**src/rtl/bfg_pkg.sv**
```systemverilog
package bfg_pkg;
  typedef enum logic [1:0] {
    REG_DIV_LO = 2'd0,
    REG_DIV_HI = 2'd1,
    REG_FRAC   = 2'd2,
    REG_MODE   = 2'd3
  } cfg_reg_e;

  localparam int MODE_QUAD_BIT = 7;
  localparam int MODE_X4_BIT   = 0;
endpackage

```
**src/rtl/bfg_regs.sv**
```systemverilog
module bfg_regs
  import bfg_pkg::*;
#(
  parameter int DIV_W  = 16,
  parameter int FRAC_W = 4
) (
  input  logic              clk,
  input  logic              rst_n,
  input  logic              quad_strap,
  input  logic              cfg_we,
  input  logic [1:0]        cfg_addr,
  input  logic [7:0]        cfg_wdata,
  output logic [DIV_W-1:0]  div_o,
  output logic [FRAC_W-1:0] frac_o,
  output logic              quad_o,
  output logic              x4_o,
  output logic              restart_o
);
  localparam int HI_W = DIV_W - 8;

  logic [DIV_W-1:0]  div_q;
  logic [FRAC_W-1:0] frac_q;
  logic              quad_q;
  logic              x4_q;

  always_ff @(posedge clk) begin
    if (!rst_n) begin
      div_q  <= '0;
      frac_q <= '0;
      quad_q <= quad_strap;
      x4_q   <= 1'b0;
    end else if (cfg_we) begin
      case (cfg_reg_e'(cfg_addr))
        REG_DIV_LO: div_q[7:0]       <= cfg_wdata;
        REG_DIV_HI: div_q[DIV_W-1:8] <= cfg_wdata[HI_W-1:0];
        REG_FRAC:   frac_q           <= cfg_wdata[FRAC_W-1:0];
        default: begin
          quad_q <= cfg_wdata[MODE_QUAD_BIT];
          x4_q   <= cfg_wdata[MODE_X4_BIT];
        end
      endcase
    end
  end

  assign div_o     = div_q;
  assign frac_o    = frac_q;
  assign quad_o    = quad_q;
  assign x4_o      = x4_q;
  assign restart_o = cfg_we;


  quad_override_chk: assert property (@(posedge clk) disable iff (!rst_n)
    (cfg_we && cfg_addr == 2'd3) |=> (quad_q == $past(cfg_wdata[MODE_QUAD_BIT])));


  cfg_hold_chk: assert property (@(posedge clk) disable iff (!rst_n)
    !cfg_we |=> ($stable(div_q) && $stable(frac_q) && $stable(quad_q)));
endmodule

```
**src/rtl/bfg_presc.sv**
```systemverilog
module bfg_presc #(
  parameter int RATIO = 4
) (
  input  logic clk,
  input  logic rst_n,
  input  logic clr_i,
  input  logic quad_i,
  output logic en_o
);
  localparam int CW = $clog2(RATIO);
  localparam logic [CW-1:0] LAST = CW'(RATIO - 1);

  logic [CW-1:0] cnt_q;

  always_ff @(posedge clk) begin
    if (!rst_n || clr_i) begin
      cnt_q <= '0;
    end else if (quad_i) begin
      cnt_q <= (cnt_q == LAST) ? '0 : cnt_q + 1'b1;
    end else begin
      cnt_q <= '0;
    end
  end

  assign en_o = quad_i ? (cnt_q == LAST) : 1'b1;


  quad_gap_chk: assert property (@(posedge clk) disable iff (!rst_n)
    (quad_i && en_o && !clr_i) |=> !en_o);
endmodule

```
**src/rtl/bfg_fdiv.sv**
```systemverilog
module bfg_fdiv #(
  parameter int DIV_W  = 16,
  parameter int FRAC_W = 4
) (
  input  logic              clk,
  input  logic              rst_n,
  input  logic              clr_i,
  input  logic              en_i,
  input  logic [DIV_W-1:0]  div_i,
  input  logic [FRAC_W-1:0] frac_i,
  output logic              tick_o
);
  logic [DIV_W-1:0]  cnt_q;
  logic [FRAC_W-1:0] acc_q;
  logic              extra_q;
  logic [DIV_W:0]    limit;
  logic [FRAC_W:0]   acc_sum;
  logic              hit;
  logic              live;

  assign limit   = {1'b0, div_i} - (DIV_W+1)'(1) + {{DIV_W{1'b0}}, extra_q};
  assign hit     = ({1'b0, cnt_q} == limit);
  assign live    = (div_i != '0);
  assign acc_sum = {1'b0, acc_q} + {1'b0, frac_i};
  assign tick_o  = en_i && hit && live;

  always_ff @(posedge clk) begin
    if (!rst_n || clr_i) begin
      cnt_q   <= '0;
      acc_q   <= '0;
      extra_q <= 1'b0;
    end else if (en_i && live) begin
      if (hit) begin
        cnt_q   <= '0;
        acc_q   <= acc_sum[FRAC_W-1:0];
        extra_q <= acc_sum[FRAC_W];
      end else begin
        cnt_q <= cnt_q + 1'b1;
      end
    end
  end


  zero_div_chk: assert property (@(posedge clk) disable iff (!rst_n)
    (div_i == '0) |-> !tick_o);


  cnt_bound_chk: assert property (@(posedge clk) disable iff (!rst_n)
    cnt_q <= div_i);


  restart_clear_chk: assert property (@(posedge clk) disable iff (!rst_n)
    clr_i |=> (cnt_q == '0 && acc_q == '0 && !extra_q));


  tick_gap_chk: assert property (@(posedge clk) disable iff (!rst_n)
    (tick_o && div_i > DIV_W'(1) && !clr_i) |=> !tick_o);
endmodule

```
**src/rtl/bfg_osr.sv**
```systemverilog
module bfg_osr #(
  parameter int HI = 16,
  parameter int LO = 4
) (
  input  logic clk,
  input  logic rst_n,
  input  logic clr_i,
  input  logic tick_i,
  input  logic x4_i,
  output logic bit_o
);
  localparam int CW = $clog2(HI);
  localparam logic [CW-1:0] LAST_HI = CW'(HI - 1);
  localparam logic [CW-1:0] LAST_LO = CW'(LO - 1);

  logic [CW-1:0] os_q;
  logic [CW-1:0] last;

  assign last  = x4_i ? LAST_LO : LAST_HI;
  assign bit_o = tick_i && (os_q == last);

  always_ff @(posedge clk) begin
    if (!rst_n || clr_i) begin
      os_q <= '0;
    end else if (tick_i) begin
      os_q <= (os_q == last) ? '0 : os_q + 1'b1;
    end
  end


  os_range_chk: assert property (@(posedge clk) disable iff (!rst_n)
    os_q <= last);
endmodule

```
**src/rtl/frac_baud_gen.sv**
```systemverilog
module frac_baud_gen #(
  parameter int DIV_W     = 16,
  parameter int FRAC_W    = 4,
  parameter int PRE_RATIO = 4,
  parameter int OSR_HI    = 16,
  parameter int OSR_LO    = 4
) (
  input  logic       clk,
  input  logic       rst_n,
  input  logic       quad_strap,
  input  logic       cfg_we,
  input  logic [1:0] cfg_addr,
  input  logic [7:0] cfg_wdata,
  output logic       sample_en,
  output logic       bit_en
);
  logic [DIV_W-1:0]  div_w;
  logic [FRAC_W-1:0] frac_w;
  logic              quad_w;
  logic              x4_w;
  logic              restart_w;
  logic              pre_en_w;

  bfg_regs #(.DIV_W(DIV_W), .FRAC_W(FRAC_W)) u_regs (
    .clk(clk), .rst_n(rst_n), .quad_strap(quad_strap),
    .cfg_we(cfg_we), .cfg_addr(cfg_addr), .cfg_wdata(cfg_wdata),
    .div_o(div_w), .frac_o(frac_w), .quad_o(quad_w), .x4_o(x4_w),
    .restart_o(restart_w)
  );

  bfg_presc #(.RATIO(PRE_RATIO)) u_presc (
    .clk(clk), .rst_n(rst_n), .clr_i(restart_w), .quad_i(quad_w),
    .en_o(pre_en_w)
  );

  bfg_fdiv #(.DIV_W(DIV_W), .FRAC_W(FRAC_W)) u_fdiv (
    .clk(clk), .rst_n(rst_n), .clr_i(restart_w), .en_i(pre_en_w),
    .div_i(div_w), .frac_i(frac_w), .tick_o(sample_en)
  );

  bfg_osr #(.HI(OSR_HI), .LO(OSR_LO)) u_osr (
    .clk(clk), .rst_n(rst_n), .clr_i(restart_w), .tick_i(sample_en),
    .x4_i(x4_w), .bit_o(bit_en)
  );


  bit_needs_sample_chk: assert property (@(posedge clk) disable iff (!rst_n)
    bit_en |-> sample_en);
endmodule

```
**config.mk**
```make
export PLATFORM = sky130hd
export DESIGN_NAME = frac_baud_gen
export DESIGN_NICKNAME = d
export VERILOG_FILES = /design/src/rtl/bfg_pkg.sv /design/src/rtl/bfg_regs.sv /design/src/rtl/bfg_presc.sv /design/src/rtl/bfg_fdiv.sv /design/src/rtl/bfg_osr.sv /design/src/rtl/frac_baud_gen.sv
export SDC_FILE = /design/constraint.sdc
export NUM_CORES = 1
export LEC_CHECK = 0
export ABC_AREA = 0
export BUFFER_PORTS_ARGS = -buffer_cell sky130_fd_sc_hd__buf_2
export CAP_MARGIN = 20
export CORE_MARGIN = 2
export CORE_UTILIZATION = 40
export CTS_BUF_LIST = sky130_fd_sc_hd__clkbuf_16
export DETAILED_ROUTE_END_ITERATION = 16
export MAX_ROUTING_LAYER = met4
export SYNTH_ARGS = -nofsm -noshare
export SYNTH_HDL_FRONTEND = slang
export SYNTH_SLANG_ARGS = --single-unit
```
**constraint.sdc**
```tcl
create_clock -name clk -period 2.66 [get_ports clk]
set_input_delay 0 -clock clk [delete_from_list [all_inputs] [get_ports clk]]
set_output_delay 0 -clock clk [all_outputs]
set_load 0.01 [all_outputs]
```
==> results of run 1 <==
## through the flow
| step | setup WS, ns | instances | total power, W | TNS (ns) | hold WS (ns) |
|---|---|---|---|---|---|
| after floorplan | 0.0419 | 319 | 0.000955 | 0 | 0.128 |
| after global placement | -0.00655 | 439 | 0.00102 | -0.00655 | 0.278 |
| after detailed placement | -0.0419 | 439 | 0.00103 | -0.633 | 0.283 |
| after CTS | -0.0329 | 450 | 0.00175 | -0.0329 | 0.000887 |
| after global routing | -0.131 | 460 | 0.00185 | -0.335 | 0.00448 |
| final | 0.0128 | 460 | 0.00178 | 0 | -0.00753 |
## cell usage after synthesis (3+ instances only)
| cell | n |
|---|---|
| a21oi_1 | 11 |
| and3_1 | 5 |
| buf_6 | 5 |
| clkbuf_1 | 4 |
| dfxtp_1 | 48 |
| ha_1 | 9 |
| inv_1 | 11 |
| mux2i_1 | 21 |
| nand2_1 | 14 |
| nand3_1 | 12 |
| nand3b_1 | 4 |
| nand4_1 | 6 |
| nor2_1 | 30 |
| nor2b_1 | 26 |
| nor3_1 | 10 |
| nor4b_1 | 3 |
| o21ai_0 | 10 |
| or3_1 | 3 |
| xnor2_1 | 17 |
| xor2_1 | 21 |
## registers in the layout (all words and copies together), names as in the netlist, 2 cells and up
signal         cells
u_regs.frac_o      4
u_fdiv.cnt_q      16
u_osr.os_q         4
u_presc.cnt_q      2
u_fdiv.acc_q       4
u_regs.div_o      16
## worst paths after layout
| check | from | to | slack [ns] | cells past startpoint |
|---|---|---|---|---|
| max | u_fdiv.extra_q | bit_en | 0.01 | 10 |
| min | cfg_wdata[7] | u_regs.div_o[15] | -0.008 | 3 |
| min reg2reg | u_presc.cnt_q[0] | u_presc.cnt_q[0] | 0.44 | 1 |
| max reg2reg | u_regs.div_o[0] | u_fdiv.acc_q[1] | 0.07 | 12 |
## worst max-delay path: stages, from the launching register on
cell	delay (ns)
dfxtp_1	0.31
inv_2	0.08
ha_4	0.15
or4b_4	0.49
or4_4	0.51
a21oi_4	0.13
a211o_4	0.14
and4_4	0.26
nand2_4	0.07
nor2_1	0.08
buf_2	0.13
## where the power goes
group          leakage (nW)  switching [W]  internal, W  total (W)
sequential            0.399      0.0000168     0.000751   0.000768
clock                0.0818       0.000281     0.000441   0.000722
combinational         0.962       0.000151     0.000139   0.000290
## layer usage
metal | GRT usage (%) | share of wire, % | vias to the layer above
met4 | 5.56 | 2.1 | 0
met1 | 24.2 | 47 | 1147
met2 | 28.0 | 47 | 49
li1 | - | - | 1192
met5 | - | 0 | -
met3 | 3.05 | 3.8 | 12
## cell type report
class,instances,area share (%)
clock inverters,3,1.12
clock buffers,5,3.50
flip-flops and latches,49,27.8
multi-input cells,247,53.5
well taps,99,3.47
repair buffers,46,9.43
inverters,11,1.16
## repair_timing
item                                    CTS  global route
cloned                                    0             1
gates resized for setup                   5            22
endpoints found under the setup margin   21            22
setup buffers                             2             9
endpoints found under the hold margin     1             0
hold buffers                              1             0
pin swaps                                 2            14
## cells by family (layout without fill, tap and decap cells)
kind of cell	after synthesis	after routing	synth area share, %
compound gates	38	38	8.71
simple gates	138	139	29.1
buf+inv	24	65	4.67
flops	49	49	34.0
mux	22	22	7.59
fa+ha+maj	10	10	4.55
xor+xnor	38	38	11.4
==> reports/qor.csv, run 1 <==
metric,value,unit
status,finished with violations,
violated checks,hold timing,
final-report hold violation count,1,
DPL Wire Length,4910,µm
CP Capture Type,output port,
Post-synth EDFFs,1,
vias in the first global route,2187,
Final Cell Area,0.00357,mm²
GPL Wtd Cong,0.872,
post-route ant nets,0,
"FF+latch count, synth",49,
Starting Density,40.7,%
Synth async-reset ratio,0,%
Core Footprint,0.00718,mm²
layout cells sized above 1,24.7,%
RSZ-0062 raised after global routing,true,
Initial DRC Count,138,
Hold Crit Class,input pin to register,
die area,0.00799,mm²
GRT Resource Usage Total,18.1,%
Root Driver,clkbuf_16,
WP data required,2.66,ns
pwr/cell area,499,mW/mm²
via count,2400,
max_cap viols,0,
Vias/cell,5.22,
router iterations before antenna repair,4,
WP data arrival,2.65,ns
most common library cell in the layout ignoring fill and taps,dfxtp_1,
syn avg cell area,9.15,µm²
WHS,-0.00753,ns
slew of the pin with the lowest slew margin,0.706,ns
clk slew on worst S/H paths,0.07,ns
CTS H-tree lvls,2,
fin crit share,99.5,%
largest net degree at the start of global routing,26,
gr ovfl total,0,
final wirelength,7010,µm
Synth area leaders,"dfxtp_1 (33%), mux2i_1 (7.2%), xor2_1 (6.3%)",
Avg WL per Cell,15.2,µm
Post-Syn Instances,319,
dominant synthesized flop cell,dfxtp_1,
Final Slew Violations,0,
Final Critical Period,2.65,ns
CTS tree,yes,
Multi-input gate area,0.00191,mm²
sequential share of the synthesized area,34.0,%
Die W,89.4,µm
Max-slew headroom,52.8,%
Synth warnings,0,
first-pass GRT wire length,10700,µm
setup violators final,0,
CTS sink count,49,
Startpoint Class,register,
post-synthesis cell type count,60,
NumNets Final,384,
Leakage Power,1.44,nW
most frequent cells in the layout,"dfxtp_1 (47), nor2_1 (30), buf_4 (27), nor2b_1 (26)",
Syn Nets,343,
crit-path max FO,4,
number of remaining DRC errors,0,
FF+latch area,992,µm²
initial antenna violation count,0,
FP Rows,31,
# diodes,0,
Setup CP Type,register to output port,
port bufs,15,
Worst-Skew Late Latency,0.29,ns
clk_skew,0.00447,ns
DP Area,0.00318,mm²
Util after Layout,49.8,%
Fillers,676,
CTS Buf Count,5,
Worst VDD drop,0.213,mV
mapped cell area,0.00292,mm²
Max Clk Rate,0.378,GHz
Die Y,89.4,µm
top cell type's share of synthesized area,32.9,%
P&R area growth vs syn,22.4,%
io pins,16,
Synth area leader,dfxtp_1,
clk buf depth,2,
Note: power is estimated with default switching activity, not from simulation.
==> run 2, diff against run 1 <==
--- a/config.mk
+++ b/config.mk
@@ -10,7 +10,7 @@
 export CAP_MARGIN = 20
 export CORE_MARGIN = 2
 export CORE_UTILIZATION = 40
-export CTS_BUF_LIST = sky130_fd_sc_hd__clkbuf_16
+export CTS_BUF_LIST = sky130_fd_sc_hd__clkbuf_4 sky130_fd_sc_hd__clkbuf_8 sky130_fd_sc_hd__clkbuf_16
 export DETAILED_ROUTE_END_ITERATION = 16
 export MAX_ROUTING_LAYER = met4
 export SYNTH_ARGS = -nofsm -noshare
==> run 2 against run 1 <==
The flow finishes with violations (setup timing). Fmax is 1.8% lower. Wire length shrank 4.7%. First-iteration DRC count shrank 28%. Hold slack better by 0.042 ns. Critical path type unchanged. Largest cell class unchanged. Largest power group unchanged. Highest routed layer unchanged.
==> reports/qor.csv, run 2 (same netlist as run 1, synthesis figures left out) <==
metric,value,unit
CP Capture Type,output port,
Buffers & Inverters on Critical Path,4,
final-report hold violation count,0,
Critical Path Slowest Stage Cell,dfxtp_2,
top routing layer in use,met4,
Root Driver,clkbuf_8,
Max-slew headroom,53.5,%
fin crit share,101,%
router iterations before antenna repair,4,
CTS sink count,49,
final wirelength,6690,µm
Starting Density,40.7,%
setup violators final,1,
GRT Resource Usage Total,18.1,%
CTS Buf Count,5,
Sum Neg Setup Slack,-0.0364,ns
Multi-input gate area,0.00188,mm²
vias in the first global route,2213,
WP data required,2.66,ns
WP data arrival,2.70,ns
Final Critical Period,2.70,ns
CP cell instances,inv_2 -> ha_4 -> ha_4 -> nor3b_4 -> buf_6 -> and4b_1 -> a31oi_1 -> o41ai_2 -> buf_4 -> and4_4 -> nand2_4 -> nor2_1 -> buf_2,
P&R area growth vs syn,21.7,%
Setup CP Type,register to output port,
Core Footprint,0.00718,mm²
Met3 Wirelength,175,µm
GPL Wtd Cong,0.872,
most common library cell in the layout ignoring fill and taps,dfxtp_1,
violated checks,setup timing,
die area,0.00799,mm²
Max Clk Rate,0.371,GHz
CTS tree,yes,
# diodes,0,
clk buf depth,2,
largest net degree at the start of global routing,26,
Avg WL per Cell,14.4,µm
io pins,16,
first-pass GRT wire length,10800,µm
FP Rows,31,
Leakage Power,1.44,nW
reg2reg setup slack,0.05,ns
Initial DRC Count,99,
Worst VDD drop,0.182,mV
via count,2378,
number of remaining DRC errors,0,
fin worst setup slack,-0.0364,ns
crit-path max FO,4,
Util after Layout,49.5,%
initial antenna violation count,0,
status,finished with violations,
DRT met1 WL,3270,µm
CTS H-tree lvls,2,
Final Slew Violations,0,
DP Area,0.00318,mm²
Fillers,674,
Vias/cell,5.11,
DPL Wire Length,4910,µm
most frequent cells in the layout,"dfxtp_1 (47), nor2_1 (30), buf_4 (27), nor2b_1 (26)",
Worst-Skew Late Latency,0.31,ns
Final Cell Area,0.00355,mm²
pwr/cell area,458,mW/mm²
DP Worst Slack,-0.0419,ns
cell with the most instances on the worst path,ha_4,
FF+latch area,992,µm²
met2 WL,3160,µm
max_cap viols,0,
Startpoint Class,register,
clk_skew,0.00578,ns
Hold Crit Class,input pin to register,
clk slew on worst S/H paths,0.09,ns
layout cells sized above 1,23.5,%
RSZ-0062 raised after global routing,true,
port bufs,15,
Die Y,89.4,µm
slew of the pin with the lowest slew margin,0.695,ns
CP top delay family,simple AND/OR/NAND/NOR gates,
post-route ant nets,0,
gr ovfl total,0,
Max stage delay on crit path,0.33,ns
Die W,89.4,µm
NumNets Final,389,
[run 2: repair_timing]
item                                    in CTS  in global routing
hold buffers                                 7                  0
pin swaps                                    4                 10
resized for setup                            6                 16
buffers inserted                             5                  6
endpoints found under the hold margin       13                  0
endpoints found under the setup margin      21                 26
[run 2: per-stage QoR]
stage / hold WS (ns) / power [W] / cells
after floorplan: 0.128 / 0.000955 / 319
after global placement: 0.278 / 0.00102 / 439
after detailed placement: 0.283 / 0.00103 / 439
after CTS: 0.0225 / 0.00162 / 459
after global routing: 0.0370 / 0.00170 / 465
final: 0.0344 / 0.00163 / 465
[run 2: power by group]
| part | switching, W | internal (W) | total [W] | leakage (nW) |
|---|---|---|---|---|
| sequential | 0.0000170 | 0.000751 | 0.000768 | 0.399 |
| combinational | 0.000142 | 0.000147 | 0.000289 | 0.980 |
| clock | 0.000264 | 0.000307 | 0.000570 | 0.0617 |
| total | 0.000423 | 0.00120 | 0.00163 | 1.44 |
[run 2: area by class of cell]
cell class / instances / area share [%]
clock buffers: 6 / 2.32
clock inverters: 2 / 1.02
inverters: 11 / 1.16
multi-input cells: 246 / 52.9
flip-flops and latches: 49 / 27.9
well taps: 99 / 3.49
repair buffers: 52 / 11.2
[run 2: per-layer routing]
metal | up-vias | track usage (%)
met4 | 0 | 4.88
met3 | 6 | 3.05
li1 | 1202 | -
met5 | - | -
met1 | 1134 | 24.2
met2 | 36 | 28.4
[run 2: path summary, 6_finish.rpt]
path	startpoint	to	depth (start not counted)
min	cfg_wdata[3]	u_regs.div_o[11]	3
max	u_fdiv.extra_q	bit_en	13
min reg2reg	u_presc.cnt_q[0]	u_presc.cnt_q[0]	1
max reg2reg	u_fdiv.extra_q	u_fdiv.acc_q[1]	12
[run 2: worst reg2reg max path, cell delays in order, from the launching register on]
cell and delay (ns):
dfxtp_2 0.33, inv_2 0.07, ha_4 0.15, ha_4 0.12, nor3b_4 0.26, buf_6 0.16
and3_1 0.19, nor2_1 0.08, nor4_4 0.31, buf_4 0.19, nand4_4 0.17, or3_1 0.39
a21oi_1 0.13
